==> src/rtl/alu_pkg.sv <==
`timescale 1ns/1ps
package alu_pkg;
  typedef enum logic [2:0] {
    OP_AND = 3'b000,
    OP_OR  = 3'b001,
    OP_ADD = 3'b010,
    OP_SUB = 3'b110,
    OP_SLT = 3'b111
  } aluOp_e;

  typedef struct packed {
    logic andSel;    // bitwise AND drives result
    logic orSel;     // bitwise OR drives result
    logic sumSel;    // adder sum drives result
    logic sltSel;    // adder sign drives result bit 0
    logic invertB;   // invert B and force carry-in
    logic arithFlag; // carry and overflow are reported
    logic validOp;   // code is one of the five defined
  } aluCtrl_t;
endpackage

==> src/rtl/alu_ctrl.sv <==
`timescale 1ns/1ps
module alu_ctrl
  import alu_pkg::*;
(
  input  logic [2:0] opSel,
  output aluCtrl_t   ctrl
);
  always_comb begin
    ctrl = '0;
    case (opSel)
      OP_AND: begin ctrl.andSel = 1'b1; ctrl.validOp = 1'b1; end
      OP_OR:  begin ctrl.orSel  = 1'b1; ctrl.validOp = 1'b1; end
      OP_ADD: begin
        ctrl.sumSel = 1'b1; ctrl.arithFlag = 1'b1; ctrl.validOp = 1'b1;
      end
      OP_SUB: begin
        ctrl.sumSel = 1'b1; ctrl.invertB = 1'b1;
        ctrl.arithFlag = 1'b1; ctrl.validOp = 1'b1;
      end
      OP_SLT: begin
        ctrl.sltSel = 1'b1; ctrl.invertB = 1'b1; ctrl.validOp = 1'b1;
      end
      default: ctrl = '0;
    endcase
    AST_ONE_RESULT_SOURCE: assert ($onehot0({ctrl.andSel, ctrl.orSel, ctrl.sumSel, ctrl.sltSel}))
      else $error("more than one result source selected");
  end
endmodule

==> src/rtl/alu_adder.sv <==
`timescale 1ns/1ps
module alu_adder #(
  parameter int WIDTH = 32
) (
  input  logic [WIDTH-1:0] addA,
  input  logic [WIDTH-1:0] addB,
  input  logic             carryIn,
  output logic [WIDTH-1:0] sum,
  output logic             carryIntoMsb,
  output logic             carryOut
);
  logic [WIDTH:0] carryChain;
  assign carryChain[0] = carryIn;

  for (genvar bitIdx = 0; bitIdx < WIDTH; bitIdx++) begin : g_bitCell
    assign sum[bitIdx] = addA[bitIdx] ^ addB[bitIdx] ^ carryChain[bitIdx];
    assign carryChain[bitIdx+1] = (addA[bitIdx] & addB[bitIdx]) |
                                  (carryChain[bitIdx] & (addA[bitIdx] ^ addB[bitIdx]));
  end

  assign carryIntoMsb = carryChain[WIDTH-1];
  assign carryOut     = carryChain[WIDTH];

  always_comb begin
    AST_ADDER_MATCHES_WIDE_SUM: assert ({carryOut, sum} ==
        ({1'b0, addA} + {1'b0, addB} + {{WIDTH{1'b0}}, carryIn}))
      else $error("ripple chain disagrees with wide sum");
  end
endmodule

==> src/rtl/alu_datapath.sv <==
`timescale 1ns/1ps
module alu_datapath
  import alu_pkg::*;
#(
  parameter int WIDTH = 32
) (
  input  logic [WIDTH-1:0] opA,
  input  logic [WIDTH-1:0] opB,
  input  aluCtrl_t         ctrl,
  output logic [WIDTH-1:0] result,
  output logic             zeroFlag,
  output logic             ovfFlag,
  output logic             carryFlag,
  output logic             signFlag
);
  localparam int MSB = WIDTH - 1;

  logic [WIDTH-1:0] adderB;
  logic [WIDTH-1:0] sum;
  logic             carryIntoMsb;
  logic             carryOut;

  assign adderB = ctrl.invertB ? ~opB : opB;

  alu_adder #(.WIDTH(WIDTH)) adder_i (
    .addA        (opA),
    .addB        (adderB),
    .carryIn     (ctrl.invertB),
    .sum         (sum),
    .carryIntoMsb(carryIntoMsb),
    .carryOut    (carryOut)
  );

  always_comb begin
    result = '0;
    if (ctrl.andSel) result = opA & opB;
    if (ctrl.orSel)  result = opA | opB;
    if (ctrl.sumSel) result = sum;
    if (ctrl.sltSel) result = {{(WIDTH-1){1'b0}}, sum[MSB]};

    zeroFlag  = ctrl.validOp & ~(|result);
    signFlag  = ctrl.validOp & result[MSB];
    carryFlag = ctrl.arithFlag & carryOut;
    ovfFlag   = ctrl.arithFlag & (carryIntoMsb ^ carryOut);

    AST_SLT_UPPER_CLEAR: assert (!ctrl.sltSel || ((result >> 1) == '0))
      else $error("compare result has upper bits set");
    AST_UNUSED_QUIET: assert (ctrl.validOp ||
        (result == '0 && !zeroFlag && !ovfFlag && !carryFlag && !signFlag))
      else $error("unused code produced output");
    AST_LOGIC_NO_ARITH_FLAGS: assert (!(ctrl.andSel || ctrl.orSel) || (!carryFlag && !ovfFlag))
      else $error("logic op raised carry or overflow");
  end
endmodule

==> src/rtl/alu_core.sv <==
`timescale 1ns/1ps
module alu_core
  import alu_pkg::*;
#(
  parameter int WIDTH = 32
) (
  input  logic [WIDTH-1:0] opA,
  input  logic [WIDTH-1:0] opB,
  input  logic [2:0]       opSel,
  output logic [WIDTH-1:0] result,
  output logic             zeroFlag,
  output logic             ovfFlag,
  output logic             carryFlag,
  output logic             signFlag
);
  aluCtrl_t ctrl;

  alu_ctrl ctrl_i (
    .opSel(opSel),
    .ctrl (ctrl)
  );

  alu_datapath #(.WIDTH(WIDTH)) datapath_i (
    .opA      (opA),
    .opB      (opB),
    .ctrl     (ctrl),
    .result   (result),
    .zeroFlag (zeroFlag),
    .ovfFlag  (ovfFlag),
    .carryFlag(carryFlag),
    .signFlag (signFlag)
  );
endmodule

==> config.mk <==
export PLATFORM = sky130hd
export DESIGN_NAME = alu_core
export DESIGN_NICKNAME = d
export VERILOG_FILES = /design/src/rtl/alu_pkg.sv /design/src/rtl/alu_ctrl.sv /design/src/rtl/alu_adder.sv /design/src/rtl/alu_datapath.sv /design/src/rtl/alu_core.sv
export SDC_FILE = /design/constraint.sdc
export NUM_CORES = 1
export LEC_CHECK = 0
export ABC_AREA = 1
export BUFFER_PORTS_ARGS = -buffer_cell sky130_fd_sc_hd__buf_4
export CELL_PAD_IN_SITES_DETAIL_PLACEMENT = 1
export CELL_PAD_IN_SITES_GLOBAL_PLACEMENT = 2
export CORE_MARGIN = 2
export CORE_UTILIZATION = 26
export DETAILED_ROUTE_END_ITERATION = 8
export PLACE_DENSITY_LB_ADDON = 0.1
export SETUP_SLACK_MARGIN = 0.1
export SYNTH_ARGS = -nofsm -noshare
export SYNTH_HDL_FRONTEND = slang
export SYNTH_SLANG_ARGS = --single-unit
==> constraint.sdc <==
create_clock -name vclk -period 45.2
set_input_delay 4.52 -clock vclk [all_inputs]
set_output_delay 4.52 -clock vclk [all_outputs]
set_load 0.005 [all_outputs]
==> results.sh, run 1 <==
export IMPL_endpoint_kind="output pin"
export IMPL_ys_warn_count=0
export IMPL_yosysSeqAreaShare_pct=0
export IMPL_rsz0062_at_grt="no"
export IMPL_slowest_stage="buf_4"
export IMPL_holdBufCountCts=0
export IMPL_path_common_cell="fa_1"
export IMPL_finalCritPeriodShare_pct=50.8
export IMPL_top_layer_used="met3"
export IMPL_core_area_um2=8680
export IMPL_multi_input_area_um2=1960
export IMPL_area_growth_pct=37.0
export IMPL_post_drt_wl_per_cell_um=13.6
export IMPL_drt_total_wl_um=8030
export IMPL_finish_net_count=583
export IMPL_met2_length_um=4130
export IMPL_worstPathArrival_ns=18.43
export IMPL_grt_use_total_pct=16.7
export IMPL_synth_most_common_cell="nand2_1"
export IMPL_fp_row_count=34
export IMPL_synth_area_leader_cell="fa_1"
export IMPL_m1WireLength_um=3500
export IMPL_antenna_left=0
export IMPL_diodes=0
export IMPL_syn_nets=491
export IMPL_num_fill_cells=1187
export IMPL_tightest_slew_ns=1.05
export IMPL_finalCriticalPeriod_ns=22.95
export IMPL_die_area_um2=9660
export IMPL_powerDensity_nw_per_um2=12.5
export IMPL_power_leakage_uw=0.00187
export IMPL_dp_cells=589
export IMPL_cts_resized=0
export IMPL_grt_overflow=0
export IMPL_fp_dieW_um=98.3
export IMPL_num_io_pins=103
export IMPL_setup_tns_ns=0
export IMPL_synth_commonest_cells="nand2_1, inv_1, fa_1, o21ai_1, nand3_1"
export IMPL_hold_start="opSel[2]"
export IMPL_hold_class="in -> out"
export IMPL_gp_congestion=0.837
export IMPL_holdPathStages=4
export IMPL_start_kind="primary input"
export IMPL_synthTopCellsByArea="fa_1, nand2_1, inv_1"
export IMPL_setup_viol=0
export IMPL_wl_met3_um=403
export IMPL_ir_worst_vdd_mv=0.00692
export IMPL_holdWs_ns=9.49
export IMPL_fin_cells=589
export IMPL_ys_types=23
export IMPL_seqCellArea_um2=0
export IMPL_grt_pass1_wl_um=13400
export IMPL_via_count=2583
export IMPL_vias_per_cell=4.39
export IMPL_required_ns=40.68
export IMPL_clkbuf_count=0
export IMPL_cp_slowest_stage_delay_ns=0.45
export IMPL_post_cts_buffers=0
export IMPL_firstDrtPassIters=4
export IMPL_place_detailed_hpwl_um=6730
export IMPL_grt_max_degree=64
export IMPL_drive_above_1_share_pct=24.3
export IMPL_critPathMaxFanout=33
export IMPL_maxCapViolCount=0
export IMPL_design_seq_count=0
export IMPL_portBuffers=103
export IMPL_synth_top_cell_area_share_pct=26.9
export IMPL_fmax_ghz=0.0436
export IMPL_initial_utilization_pct=26.6
export IMPL_hold_viol_final=0
export IMPL_outcome="completed"
export IMPL_syn_inst=391
export IMPL_slew_violations=0
export IMPL_hold_path_end="result[0]"
export IMPL_die_h_um=98.3
export IMPL_grt_pass1_vias=2766
export IMPL_route_detailed_drc=0
export IMPL_antenna_found_initial=0
export IMPL_synth_area_um2=2310
export IMPL_syn_avg_cell_area_um2=5.91
export IMPL_drt_initial_drc_count=34
export IMPL_slew_headroom_pct=29.6
export IMPL_critical_path_class="in -> out"
cells in the final DEF, fill, tap and decap left out, drive strengths merged:
cell,count
nand2,134
buf,105
inv,76
fa,31
o21ai,28
nand3,23
or2,22
xor2,19
nor2,15
xnor2,13
a21oi,9
nand4,2
ha,2
o211ai,1
a21boi,1
critical path, delay by kind of cell:
| family | cells | cell delay [ns] |
|---|---|---|
| AO/OA/AOI/OAI | 1 | 0.23 |
| adder cells (fa/ha/maj) | 31 | 12.05 |
| buffers and inverters | 7 | 1.00 |
| AND/OR/NAND/NOR | 8 | 0.58 |
kinds of logic (layout without fill, tap and decap cells):
logic type	count (synthesis)	count (layout)	share of synthesized area [%]
xor gates and xnor gates	32	32	12.1
adders and majority gates	33	33	27.9
AOI/OAI and AO/OA	39	39	8.66
and+or+nand+nor	196	196	35.8
buffers and inverters	91	181	15.5
metrics by stage:
stage / instance area [um2] / total power (uW) / util (%) / setup WS, ns
global placement: 3170 / 39.9 / 36.5 / 22.60
floorplan: 2310 / 22.0 / - / 23.38
CTS: 3170 / 40.7 / 36.5 / 22.17
finish: 3170 / 39.5 / 36.5 / 22.25
detailed placement: 3170 / 40.4 / 36.5 / 22.20
global route: 3170 / 45.7 / 36.5 / 21.69
layout make-up:
class,count,area share [%]
Multi-Input combinational cell,300,61.8
Timing Repair Buffer,105,24.9
Inverter,76,9.01
Tap cell,108,4.27
how the worst max path moves through the flow:
stage                   from       end  slack, ns  cells past startpoint
global route        opSel[1]  zeroFlag      21.69                     47
finish              opSel[1]  zeroFlag      22.25                     47
CTS                 opSel[1]  zeroFlag      22.17                     47
floorplan           opSel[1]  zeroFlag      23.38                     45
global placement    opSel[1]  zeroFlag      22.60                     47
detailed placement  opSel[1]  zeroFlag      22.20                     47
where the power goes:
part	internal, uW	switching, uW
sequential	0	0
clock	0	0
combinational	18.7	20.9
total	18.7	20.9
layer usage:
layer  GRT usage (%)  vias to the layer above
li1                -                     1333
met1            21.7                     1192
met2            31.9                       58
met3            1.50                        0
met4               0                        0
met5               0                        -
Note: power is estimated with default switching activity, not from simulation.
==> run 2: changes to the inputs <==
--- a/config.mk
+++ b/config.mk
@@ -10,7 +10,7 @@
 export CELL_PAD_IN_SITES_DETAIL_PLACEMENT = 1
 export CELL_PAD_IN_SITES_GLOBAL_PLACEMENT = 2
 export CORE_MARGIN = 2
-export CORE_UTILIZATION = 26
+export CORE_UTILIZATION = 24
 export DETAILED_ROUTE_END_ITERATION = 8
 export PLACE_DENSITY_LB_ADDON = 0.1
 export SETUP_SLACK_MARGIN = 0.1
==> constraint.sdc (replaced) <==
create_clock -name vclk -period 23.8
set_input_delay 2.38 -clock vclk [all_inputs]
set_output_delay 2.38 -clock vclk [all_outputs]
set_load 0.005 [all_outputs]
==> run 2 against run 1 <==
Net effect: count of clock-buffer cells in the layout stayed put; utilization decreased by 2.0 points; highest routed layer unchanged; first-iteration DRC count is 110% higher; global-route usage fell by 0.82 points; die area grew 8.0%; non-clock buffer count rose by 1; cell count rose by 3.7%; combinational power increased by 91%; hold slack worse by 4.3 ns; power increased by 91%.
==> results.sh, run 2 (synthesis results as in run 1) <==
export IMPL_crit_buf_inv=7
export IMPL_grt_overflow=0
export IMPL_antenna_left=0
export IMPL_most_common_layout_cells="nand2_1, buf_4, inv_1"
export IMPL_tightest_slew_ns=0.530
export IMPL_outcome="completed"
export IMPL_switching_power_uw=40.0
export IMPL_switching_share_pct=52.9
export IMPL_slowest_stage="buf_4"
export IMPL_drt_total_wl_um=8230
export IMPL_fp_dieW_um=102
export IMPL_diodes=0
export IMPL_core_area_um2=9280
export IMPL_slew_headroom_pct=64.6
export IMPL_slew_violations=0
export IMPL_cts_resized=0
export IMPL_setup_viol=0
export IMPL_drt_initial_drc_count=72
export IMPL_start_kind="primary input"
export IMPL_area_growth_pct=38.5
export IMPL_grt_max_degree=39
export IMPL_required_ns=21.42
export IMPL_endpoint_kind="output pin"
export IMPL_cp_slowest_stage_delay_ns=0.45
export IMPL_design_seq_count=0
export IMPL_die_area_um2=10400
export IMPL_ir_worst_vdd_mv=0.00818
export IMPL_finalCriticalPeriod_ns=18.36
export IMPL_finalPower_uw=75.5
export IMPL_post_cts_buffers=0
export IMPL_critical_path_class="in -> out"
export IMPL_hold_viol_final=0
export IMPL_seq_power_share_pct=0
export IMPL_fin_cells=611
export IMPL_final_common_cell="nand2_1"
export IMPL_grt_use_total_pct=15.8
export IMPL_rsz0062_at_grt="no"
export IMPL_p_comb_share_pct=100.0
export IMPL_via_count=2609
export IMPL_vias_per_cell=4.27
export IMPL_path_common_cell="fa_1"
export IMPL_num_fill_cells=1280
export IMPL_num_io_pins=103
export IMPL_maxCapViolCount=0
export IMPL_portBuffers=103
export IMPL_multi_input_area_um2=1960
export IMPL_finish_net_count=584
export IMPL_route_detailed_drc=0
export IMPL_antenna_found_initial=0
export IMPL_crit_family="adder cells"
export IMPL_placed_area_um2=3200
export IMPL_powerDensity_nw_per_um2=23.6
export IMPL_setup_tns_ns=0
export IMPL_gp_congestion=0.869
export IMPL_clkPwrFrac_pct=0
export IMPL_grt_pass1_vias=2658
export IMPL_finalCritPeriodShare_pct=77.2
export IMPL_drive_above_1_share_pct=24.5
export IMPL_post_drt_wl_per_cell_um=13.5
export IMPL_holdBufCountCts=0
export IMPL_dp_cells=611
export IMPL_hold_class="in -> out"
export IMPL_grt_pass1_wl_um=13300
export IMPL_firstDrtPassIters=4
export IMPL_fmax_ghz=0.0545
export IMPL_fin_area_um2=3200
export IMPL_p_int_uw=35.6
export IMPL_fp_row_count=35
export IMPL_clkbuf_count=0
export IMPL_power_leakage_uw=0.00187
export IMPL_seqCellArea_um2=0
export IMPL_initial_utilization_pct=24.9
export IMPL_worstPathArrival_ns=15.98
export IMPL_critPathMaxFanout=30
export IMPL_place_detailed_hpwl_um=6890
export IMPL_die_h_um=102
## run 2: cell count changes in the layout (fill, tap and decap cells not counted)
cell   change
buf_4      +1
## run 2: stage by stage
stage	hold WS, ns	util, %	setup slack [ns]
floorplan	4.94	-	6.26
global placement	5.19	34.5	5.73
detailed placement	5.21	34.5	5.33
CTS	5.21	34.5	5.29
global route	5.24	34.5	4.83
finish	5.19	34.5	5.44
## run 2: power groups by stage
stage	Clock, uW	Combinational [uW]	Sequential [uW]
3_5_place_dp	0	77.2	0
6_report	0	75.5	0
5_1_grt	0	87.5	0
4_1_cts	0	77.6	0
3_3_place_gp	0	76.7	0
2_1_floorplan	0	41.8	0
## run 2: final cells by class
class                           instances  share of cell area (%)
Multi-Input combinational cell        300                    61.2
Timing Repair Buffer                  106                    24.9
Tap cell                              129                    5.04
Inverter                               76                    8.91
## run 2: tightest hold or removal path: cells and delay by family
family | cells | cell delay, ns
buffers and inverters | 2 | 0.22
AND/OR/NAND/NOR | 2 | 0.21
## run 2: final timing paths
| path | from | to | slack, ns | cells after the start |
|---|---|---|---|---|
| setup / recovery | opSel[1] | zeroFlag | 5.44 | 46 |
| hold / removal | opSel[2] | result[0] | 5.19 | 4 |
## run 2: metal layers
layer / track usage (%) / wire, um / vias up / share of wire, %
li1: - / - / 1334 / -
met1: 20.5 / 3530 / 1206 / 43
met2: 31.0 / 4280 / 69 / 52
met3: 0.616 / 417 / 0 / 5.1
met4: 0 / 0 / 0 / 0
met5: 0 / 0 / - / 0
==> run 3: changes to the inputs <==
==> constraint.sdc (replaced) <==
create_clock -name vclk -period 17.9
set_input_delay 1.79 -clock vclk [all_inputs]
set_output_delay 1.79 -clock vclk [all_outputs]
set_load 0.005 [all_outputs]
==> run 3 against run 2 <==
Net effect: via count down 0.31%; utilization unchanged; wire length down 3.9%; design area unchanged; combinational power up 32%; highest routed layer unchanged; largest cell class unchanged; hold slack worse by 1.2 ns.
==> results.sh, run 3 (synthesis results as in run 1) <==
export IMPL_power_leakage_uw=0.00187
export IMPL_setup_tns_ns=0
export IMPL_switching_power_uw=52.4
export IMPL_critPathMaxFanout=4
export IMPL_setup_viol=0
export IMPL_ir_worst_vdd_mv=0.0106
export IMPL_vias_per_cell=4.26
export IMPL_via_count=2601
export IMPL_slowest_stage="fa_1"
export IMPL_cts_resized=0
export IMPL_hold_viol_final=0
export IMPL_fin_area_um2=3200
export IMPL_post_cts_buffers=0
export IMPL_path_common_cell="fa_1"
export IMPL_slew_violations=0
export IMPL_firstDrtPassIters=4
export IMPL_drt_initial_drc_count=49
export IMPL_finalCritPeriodShare_pct=94.9
export IMPL_post_drt_wl_per_cell_um=12.9
export IMPL_route_detailed_drc=0
export IMPL_place_detailed_hpwl_um=6580
export IMPL_holdPathStages=4
export IMPL_tightest_slew_ns=1.08
export IMPL_area_growth_pct=38.5
export IMPL_design_seq_count=0
export IMPL_fmax_ghz=0.0589
export IMPL_seqCellArea_um2=0
export IMPL_outcome="completed"
export IMPL_fp_row_count=35
export IMPL_die_area_um2=10400
export IMPL_p_int_uw=47.2
export IMPL_final_common_cell="nand2_1"
export IMPL_required_ns=16.11
export IMPL_worstPathArrival_ns=15.19
export IMPL_holdBufCountCts=0
export IMPL_slew_headroom_pct=27.7
export IMPL_p_comb_share_pct=100.0
export IMPL_start_kind="primary input"
export IMPL_num_io_pins=103
export IMPL_hold_class="in -> out"
export IMPL_powerDensity_nw_per_um2=31.1
export IMPL_gp_congestion=0.835
export IMPL_diodes=0
export IMPL_rsz0062_at_grt="no"
export IMPL_grt_overflow=0
export IMPL_finalPower_uw=99.6
export IMPL_grt_pass1_wl_um=13100
export IMPL_placed_area_um2=3200
export IMPL_drt_total_wl_um=7910
export IMPL_seq_power_share_pct=0
export IMPL_cp_slowest_stage_delay_ns=0.42
export IMPL_maxCapViolCount=0
export IMPL_switching_share_pct=52.6
export IMPL_clkbuf_count=0
export IMPL_grt_max_degree=64
export IMPL_clkPwrFrac_pct=0
export IMPL_antenna_left=0
export IMPL_endpoint_kind="output pin"
export IMPL_grt_pass1_vias=2726
export IMPL_final_util_pct=34.5
export IMPL_finalCriticalPeriod_ns=16.98
export IMPL_fp_dieW_um=102
export IMPL_portBuffers=103
export IMPL_critical_path_class="in -> out"
export IMPL_core_area_um2=9280
export IMPL_drive_above_1_share_pct=24.5
export IMPL_finish_net_count=584
export IMPL_die_h_um=102
export IMPL_initial_utilization_pct=24.9
export IMPL_grt_use_total_pct=15.4
export IMPL_most_common_layout_cells="nand2_1, buf_4, inv_1"
export IMPL_antenna_found_initial=0
## run 3: cell counts in the layout (fill, tap and decap cells not counted)
No cell type changed its count.
## run 3: layer usage
| metal | share of wire (%) | track usage, % | routed length, um | up-vias |
|---|---|---|---|---|
| li1 | - | - | - | 1339 |
| met1 | 46 | 21.0 | 3640 | 1212 |
| met2 | 51 | 28.9 | 4030 | 50 |
| met3 | 2.9 | 0.410 | 233 | 0 |
| met4 | 0 | 0.103 | 0 | 0 |
| met5 | 0 | 0 | 0 | - |
## run 3: power by group through the flow
stage,logic (uW),clock network [uW],registers [uW]
finish,99.6,0,0
global route,116,0,0
floorplan,55.6,0,0
CTS,102,0,0
global placement,102,0,0
detailed placement,101,0,0
## run 3: stage by stage
stage               instances  hold WS (ns)  setup WS, ns
floorplan                 391          3.76          1.54
global placement          611          4.02          1.16
detailed placement        611          4.02         0.884
CTS                       611          4.03         0.799
global route              611          4.11         0.331
finish                    611          4.01         0.920
## run 3: layout make-up
class              instances  area (um2)
fillers                 1263        6080
multi-input cells        300        1960
repair buffers           106         796
inverters                 76         285
well taps                129         161
## run 3: final timing paths
check                    to  startpoint
setup / recovery   zeroFlag    opSel[1]
hold / removal    result[0]    opSel[2]
## run 3: worst max-delay path, delay by kind of cell
family / cells / cell delay (ns)
simple gates: 8 / 0.62
buf+inv: 6 / 0.54
compound gates: 1 / 0.13
fa+ha+maj: 31 / 12.10
